$ cat config.mk
export PLATFORM = sky130hd
export DESIGN_NAME = pal_array
export DESIGN_NICKNAME = d
export VERILOG_FILES = /design/src/rtl/pal_pkg.sv /design/src/rtl/pal_cfg_chain.sv /design/src/rtl/pal_and_term.sv /design/src/rtl/pal_out_cell.sv /design/src/rtl/pal_array.sv
export SDC_FILE = /design/constraint.sdc
export NUM_CORES = 2
export LEC_CHECK = 0
export BUFFER_PORTS_ARGS = -buffer_cell sky130_fd_sc_hd__buf_4
export CAP_MARGIN = 20
export CORE_MARGIN = 2
export CORE_UTILIZATION = 40
export CTS_CLUSTER_DIAMETER = 40
export DETAILED_ROUTE_END_ITERATION = 8
export GPL_TIMING_DRIVEN = 0
export PLACE_DENSITY_LB_ADDON = 0.3
export SYNTH_ARGS = -nofsm -noshare
export SYNTH_HDL_FRONTEND = slang
export SYNTH_HIERARCHICAL = 1
export SYNTH_SLANG_ARGS = --single-unit
$ cat constraint.sdc
create_clock -name cfg_clk -period 5.4 [get_ports cfg_clk]
set_clock_uncertainty 0.1 [all_clocks]
set_input_delay 0.81 -clock cfg_clk [delete_from_list [all_inputs] [get_ports cfg_clk]]
set_output_delay 0.81 -clock cfg_clk [all_outputs]
set_load 0.03 [all_outputs]
$ cat src/rtl/pal_pkg.sv
package pal_pkg;
   localparam int PAL_N_PRIM   = 10;
   localparam int PAL_N_FB     = 6;
   localparam int PAL_N_OUT    = 8;
   localparam int PAL_SUM_TERMS = 7;
endpackage

$ cat src/rtl/pal_cfg_chain.sv
module pal_cfg_chain #(
   parameter int MAP_W = 2048
) (
   input  logic             cfg_clk,
   input  logic             rst_n,
   input  logic             cfg_load,
   input  logic             cfg_data,
   output logic [MAP_W-1:0] map_q
);
   initial assert (MAP_W >= 2) else $error("pal_cfg_chain: MAP_W too small");

   always_ff @(posedge cfg_clk or negedge rst_n) begin
      if (!rst_n)
         map_q <= '0;
      else if (cfg_load)
         map_q <= {map_q[MAP_W-2:0], cfg_data};
   end
endmodule

$ cat src/rtl/pal_and_term.sv
module pal_and_term #(
   parameter int LIT_W = 32
) (
   input  logic [LIT_W-1:0] lits,
   input  logic [LIT_W-1:0] cut,
   output logic             term
);
   // a cut literal is forced high so it drops out of the AND
   assign term = &(lits | cut);
endmodule

$ cat src/rtl/pal_out_cell.sv
module pal_out_cell #(
   parameter int LIT_W     = 32,
   parameter int SUM_TERMS = 7,
   localparam int CELL_TERMS = SUM_TERMS + 1
) (
   input  logic [LIT_W-1:0]            lits,
   input  logic [CELL_TERMS*LIT_W-1:0] cuts,
   output logic                        dout,
   output logic                        oe_raw
);
   initial assert (SUM_TERMS >= 1) else $error("pal_out_cell: need a sum term");

   logic [CELL_TERMS-1:0] terms;

   for (genvar j = 0; j < CELL_TERMS; j++) begin : g_term
      pal_and_term #(.LIT_W(LIT_W)) u_term (
         .lits (lits),
         .cut  (cuts[j*LIT_W +: LIT_W]),
         .term (terms[j])
      );
   end

   assign oe_raw = terms[0];
   assign dout   = ~(|terms[CELL_TERMS-1:1]);
endmodule

$ cat src/rtl/pal_array.sv
module pal_array
   import pal_pkg::*;
#(
   parameter int N_PRIM    = PAL_N_PRIM,
   parameter int N_FB      = PAL_N_FB,
   parameter int N_OUT     = PAL_N_OUT,
   parameter int SUM_TERMS = PAL_SUM_TERMS,
   localparam int N_IN       = N_PRIM + N_FB,
   localparam int LIT_W      = 2 * N_IN,
   localparam int CELL_TERMS = SUM_TERMS + 1,
   localparam int CELL_W     = CELL_TERMS * LIT_W,
   localparam int MAP_W      = N_OUT * CELL_W
) (
   input  logic              cfg_clk,
   input  logic              rst_n,
   input  logic              cfg_load,
   input  logic              cfg_data,
   input  logic [N_PRIM-1:0] prim_in,
   input  logic [N_FB-1:0]   fb_pin,
   output logic [N_OUT-1:0]  dout,
   output logic [N_OUT-1:0]  oe
);
   initial begin
      assert (N_FB <= N_OUT) else $error("pal_array: more feedback than outputs");
      assert (N_PRIM >= 1) else $error("pal_array: no primary inputs");
      assert (MAP_W <= 65536) else $error("pal_array: map too large");
   end

   logic [MAP_W-1:0] cfg_map;
   logic [N_IN-1:0]  in_vec;
   logic [LIT_W-1:0] lits;
   logic [N_OUT-1:0] oe_raw;

   pal_cfg_chain #(.MAP_W(MAP_W)) u_chain (
      .cfg_clk  (cfg_clk),
      .rst_n    (rst_n),
      .cfg_load (cfg_load),
      .cfg_data (cfg_data),
      .map_q    (cfg_map)
   );

   assign in_vec = {fb_pin, prim_in};

   for (genvar i = 0; i < N_IN; i++) begin : g_lit
      assign lits[2*i]   = in_vec[i];
      assign lits[2*i+1] = ~in_vec[i];
   end

   for (genvar o = 0; o < N_OUT; o++) begin : g_out
      pal_out_cell #(.LIT_W(LIT_W), .SUM_TERMS(SUM_TERMS)) u_cell (
         .lits   (lits),
         .cuts   (cfg_map[o*CELL_W +: CELL_W]),
         .dout   (dout[o]),
         .oe_raw (oe_raw[o])
      );
   end

   assign oe = oe_raw & {N_OUT{~cfg_load}};
endmodule

== After elaboration in Yosys (flattened, before gate mapping) ==
Index checks and enable logic that the tools add are counted.

* Bits in registers: 2048
* Input bits: 20
* Output and inout port bits: 16
* Logic and storage cells: 163

* Bitwise gates (word level): 90
* Reduce and logical (&&, ||, !) cells: 72

{| class="wikitable"
|+ Operator list
! kind !! count
|-
| $or A32 B32 Y32 || 64
|-
| $reduce_and A32 Y1 || 64
|-
| $reduce_or A7 Y1 || 8
|-
| $not A1 Y1 || 25
|-
| $and A8 B8 Y8 || 1
|}

== Logic depth before layout (Yosys ltp) ==
* Word-level depth: 5
* Gate-level depth with buffers: 7
* Mapped depth without buffers: 7

== Cells and area by module ==
The synthesis kept the hierarchy.

{| class="wikitable"
|+ By module, submodules not included
! module !! instances !! cells an instance !! area an instance (um2) !! sequential area each (um2)
|-
| pal_cfg_chain || 1 || 4324 || 76703.6 || 51249.2
|-
| pal_and_term || 64 || 27 || 146.4 || 0.0
|-
| pal_out_cell || 8 || 2 || 20.0 || 0.0
|-
| pal_array || 1 || 24 || 110.1 || 0.0
|}

== Worst setup path before layout ==
No wires, ideal clock.

* Path type: input port to output port
* Start: input prim_in[4]
* End: output dout[0]
* Data arrival time: 2919 ps
* Required time: 4490 ps
* Setup slack: 1571 ps
* Stages on the path: 7
* Buffers on the path: 0
* Cell sequence: inv_1 o22ai_1 nor2_1 nand4_1 nor2_1 or4_1 nor4_2

* Longest elaborated chain between the ends: 5
* Elaborated cells between the ends (all ways): 17
* Classes of those cells: 9 x bitwise; 8 x reduce/logical

{| class="wikitable"
|+ RTL lines
! item !! RTL line !! text
|-
| from (decl) || pal_array.sv:18 || <nowiki>input logic [N_PRIM-1:0] prim_in,</nowiki>
|-
| $not A1 Y1 || pal_array.sv:46 || <nowiki>assign lits[2*i+1] = ~in_vec[i];</nowiki>
|-
| $or A32 B32 Y32 * || pal_and_term.sv:9 || <nowiki>assign term = &(lits | cut);</nowiki>
|-
| $reduce_and A32 Y1 * || pal_and_term.sv:9 ||
|-
| via g_out[0].u_cell.terms[5] || pal_out_cell.sv:13 || <nowiki>logic [CELL_TERMS-1:0] terms;</nowiki>
|-
| $reduce_or A7 Y1 * || pal_out_cell.sv:24 || <nowiki>assign dout = ~(|terms[CELL_TERMS-1:1]);</nowiki>
|-
| $not A1 Y1 * || pal_out_cell.sv:24 ||
|-
| to (decl) || pal_array.sv:20 || <nowiki>output logic [N_OUT-1:0] dout,</nowiki>
|}

The timed path passes the listed nets; every way through them passes the cells marked *.

== Worst setup path after layout ==
* Start: input prim_in[6]
* End: output dout[5]

* Longest elaborated chain between the ends: 5
* Elaborated cells between the ends (all ways): 17
* Classes of those cells: 9 x bitwise; 8 x reduce/logical

{| class="wikitable"
|+ RTL lines
! item !! RTL line !! text
|-
| $not A1 Y1 || pal_array.sv:46 ||
|-
| via lits[13] || pal_array.sv:31 || <nowiki>logic [LIT_W-1:0] lits;</nowiki>
|-
| $or A32 B32 Y32 || pal_and_term.sv:9 ||
|-
| $reduce_and A32 Y1 || pal_and_term.sv:9 ||
|-
| via g_out[5].u_cell.terms[7] || pal_out_cell.sv:13 ||
|-
| $reduce_or A7 Y1 || pal_out_cell.sv:24 ||
|-
| $not A1 Y1 || pal_out_cell.sv:24 ||
|}

The timed path passes the listed nets, and every way through them passes these cells.

==> flow_summary.toml <==
[outcome]
status = "finished, final reports clean"

[pwr]
p_seq_frac = 0.419
ir_drop_v = 0.000303
p_comb_frac = 0.061
switching_share = 0.234
leakage_nw = 48.7
powerDensity_nw_per_um2 = 365
p_switching_mw = 8.67
p_clk_frac = 0.520
power.internal_mw = 28.4

[die]
die_h_um = 469
rows = 170
core-area_um2 = 215000
start_util = 0.402
dieArea_um2 = 220000
pin_count = 36
chipWidth_um = 469

[synthesis]
synth_top_area_cell = "dfrtp_1"
yosysWarnings = 6
ys_top_cells_by_area = "dfrtp_1 59%, mux2_2 27%, o22ai_1 7.4%, buf_6 2.6%, nor2_1 2.5%"
syn_area_um2 = 86300
netlist_instances = 6092
synth-seq-area-share = 0.594
synth_cell_types = 11
postSynthAreaPerCell_um2 = 14.2
synth.top_cell.area_share = 0.594
syn-num-nets = 6112
synth-seq-cells = 2048

[global_route]
grtUsageTotal = 0.223
first_global_vias = 57436
grt_pass1_wl_um = 372000
antenna_found_initial = 2
grt_start_max_net_pins = 180
overflow = 0

[clock_network]
cts_root_buf = "clkbuf_16"
clk_pin_slew_worst_paths_ns = 0.05
insertion_delay_ns = 0.91
cts_tree = "built"
cts_setup_buffers = 0
ctsLongestPathBuffers = 4
cts-buffers-inserted = 287
htree_levels = 5
clock-sinks = 2048

[timing]
finalCritPeriodShare = 0.969
whs_ns = 0.0841
rsz0062_at_grt = "no"
setup_viol = 0
clock.fmax_ghz = 0.191
worstMarginPinSlew_ns = 1.08
max-slew-margin-rel = 0.277
finalHoldViolCount = 0
final-max-slew-violation-count = 0
post-route-min-period_ns = 5.23
finalSetupTns_ns = 0

[drt]
viasPerCell = 5.86
post-route-drc-count = 0
drt-pass1-iter-count = 6
first_iter_violations = 4879
ant_nets = 0
vias = 55665
routed_wl_um = 248000
wl_per_cell_um = 26.1

[layout]
regMostFlops = "u_chain/map_q"
drive_gt1_frac = 0.427
fin_util = 0.472
area_growth_pct = 17.4
num_antenna_cells = 0
top_regs = "u_chain/map_q: 2048 flops"
largest_reg_flops = 2048
nets = 6481

[placed_design]
gp_congestion = 0.788
io_buffer_count = 35
dpl.hpwl_um = 133000

[worst_setup_path]
cp-end-kind = "output port"
required_ns = 4.49
critPathLaunchType = "primary input"
path_max_fanout = 37
crit_chain = "buf_6 > buf_16 > inv_6 > buf_16 > o22ai_1 > nor2_1 > nand4_1 > nor2_1 > or4_1 > nor4_2 > buf_4"
critical_path.slowest_cell = "or4_1"
cp_data_arrival_time_ns = 4.32
slowest_delay_ns = 0.61
path_class = "in2out"

[flow_run]
maxCapViolations = 0

[worst_hold_path]
holdCritPathClass = "in2reg"
worst paths after layout:
kind	from	slack, ns	to	cells after the start
min in group asynchronous	rst_n	0.49	u_chain/map_q[1109]$_DFFE_PN0P_	2
hold reg to reg	u_chain/map_q[2047]$_DFFE_PN0P_	0.41	u_chain/map_q[2047]$_DFFE_PN0P_	1
setup reg to reg	u_chain/map_q[1025]$_DFFE_PN0P_	4.40	u_chain/map_q[1026]$_DFFE_PN0P_	1
setup / recovery	prim_in[6]	0.17	dout[5]	11
max in group asynchronous	rst_n	1.96	u_chain/map_q[279]$_DFFE_PN0P_	5
hold / removal	cfg_data	0.08	u_chain/map_q[0]$_DFFE_PN0P_	2
through the flow:
step / std cells / setup slack, ns / total power, mW / area (µm²)
finish: 9504 / 0.165 / 37.0 / 101000
global route: 9504 / 0.185 / 38.1 / 101000
CTS: 9504 / 0.0459 / 37.3 / 101000
detailed placement: 9009 / 0.0441 / 18.0 / 91500
global placement: 8965 / -21.75 / 17.9 / 90200
floorplan: 6092 / 1.57 / 16.8 / 86300
kinds of logic (layout without fill, tap and decap cells):
kind of cell	count (synthesis)	in the layout	synth area share
AO/OA/AOI/OAI	1024	1024	0.0742
AND/OR/NAND/NOR	728	728	0.0367
multiplexers	2048	2048	0.267
flip-flops	2048	2048	0.594
buffers and inverters	244	818	0.0284
cell usage after synthesis, drive strengths merged:
| cell type | count |
|---|---|
| buf | 228 |
| dfrtp | 2048 |
| inv | 16 |
| mux2 | 2048 |
| nand4 | 128 |
| nor2 | 576 |
| nor2b | 8 |
| nor4 | 8 |
| o22ai | 1024 |
| or4 | 8 |
final cells by class:
type                    instances  area [µm²]
plain buffers                 228        2390
clock buffers                 359        8010
clock inverters               135        1790
fillers                     18476      113000
inverters                      16         140
multi-input cells            3800       32700
flip-flops and latches       2048       51200
well taps                    2838        3550
repair buffers                 80        1560
worst max-delay path, delay by kind of cell:
family          cells  cell delay [ns]
buf+inv             5             1.79
compound gates      1             0.26
simple gates        5             1.26
layout by cell type, fill, tap and decap left out:
cell,n
buf_16,45
clkinvlp_4,29
buf_6,216
inv_8,3
nor4_2,7
or4_1,8
inv_6,33
nor2b_1,8
clkbuf_16,296
clkbuf_8,37
clkinv_2,28
buf_4,18
nand4_1,128
clkinv_4,22
mux2_2,2048
nor2_1,576
nor4_4,1
bufinv_16,34
dlygate4sd3_1,1
clkbuf_1,26
clkinv_8,2
dfrtp_1,2048
buf_2,28
o22ai_1,1024
routing by layer:
metal	global-route usage	up-vias	routed length [µm]
met5	0	-	0
met4	0.0806	0	9330
met3	0.0378	575	15900
met2	0.346	1829	113000
met1	0.314	29331	110000
li1	-	23930	-
power groups by stage:
stage               sequential, mW  clock, mW  combinational [mW]
finish                        15.5       19.3                2.25
global route                  15.5       20.2                2.36
CTS                           15.5       19.6                2.24
floorplan                     15.8          0                1.06
detailed placement            15.8          0                2.24
global placement              15.8          0                2.14
what timing repair did:
item,CTS,global route
hold buffers,1,0
endpoints found under the hold margin,140,0
resized for setup,0,1
endpoints found under the setup margin,0,1
No activity file was read; power rests on OpenSTA's default activity.
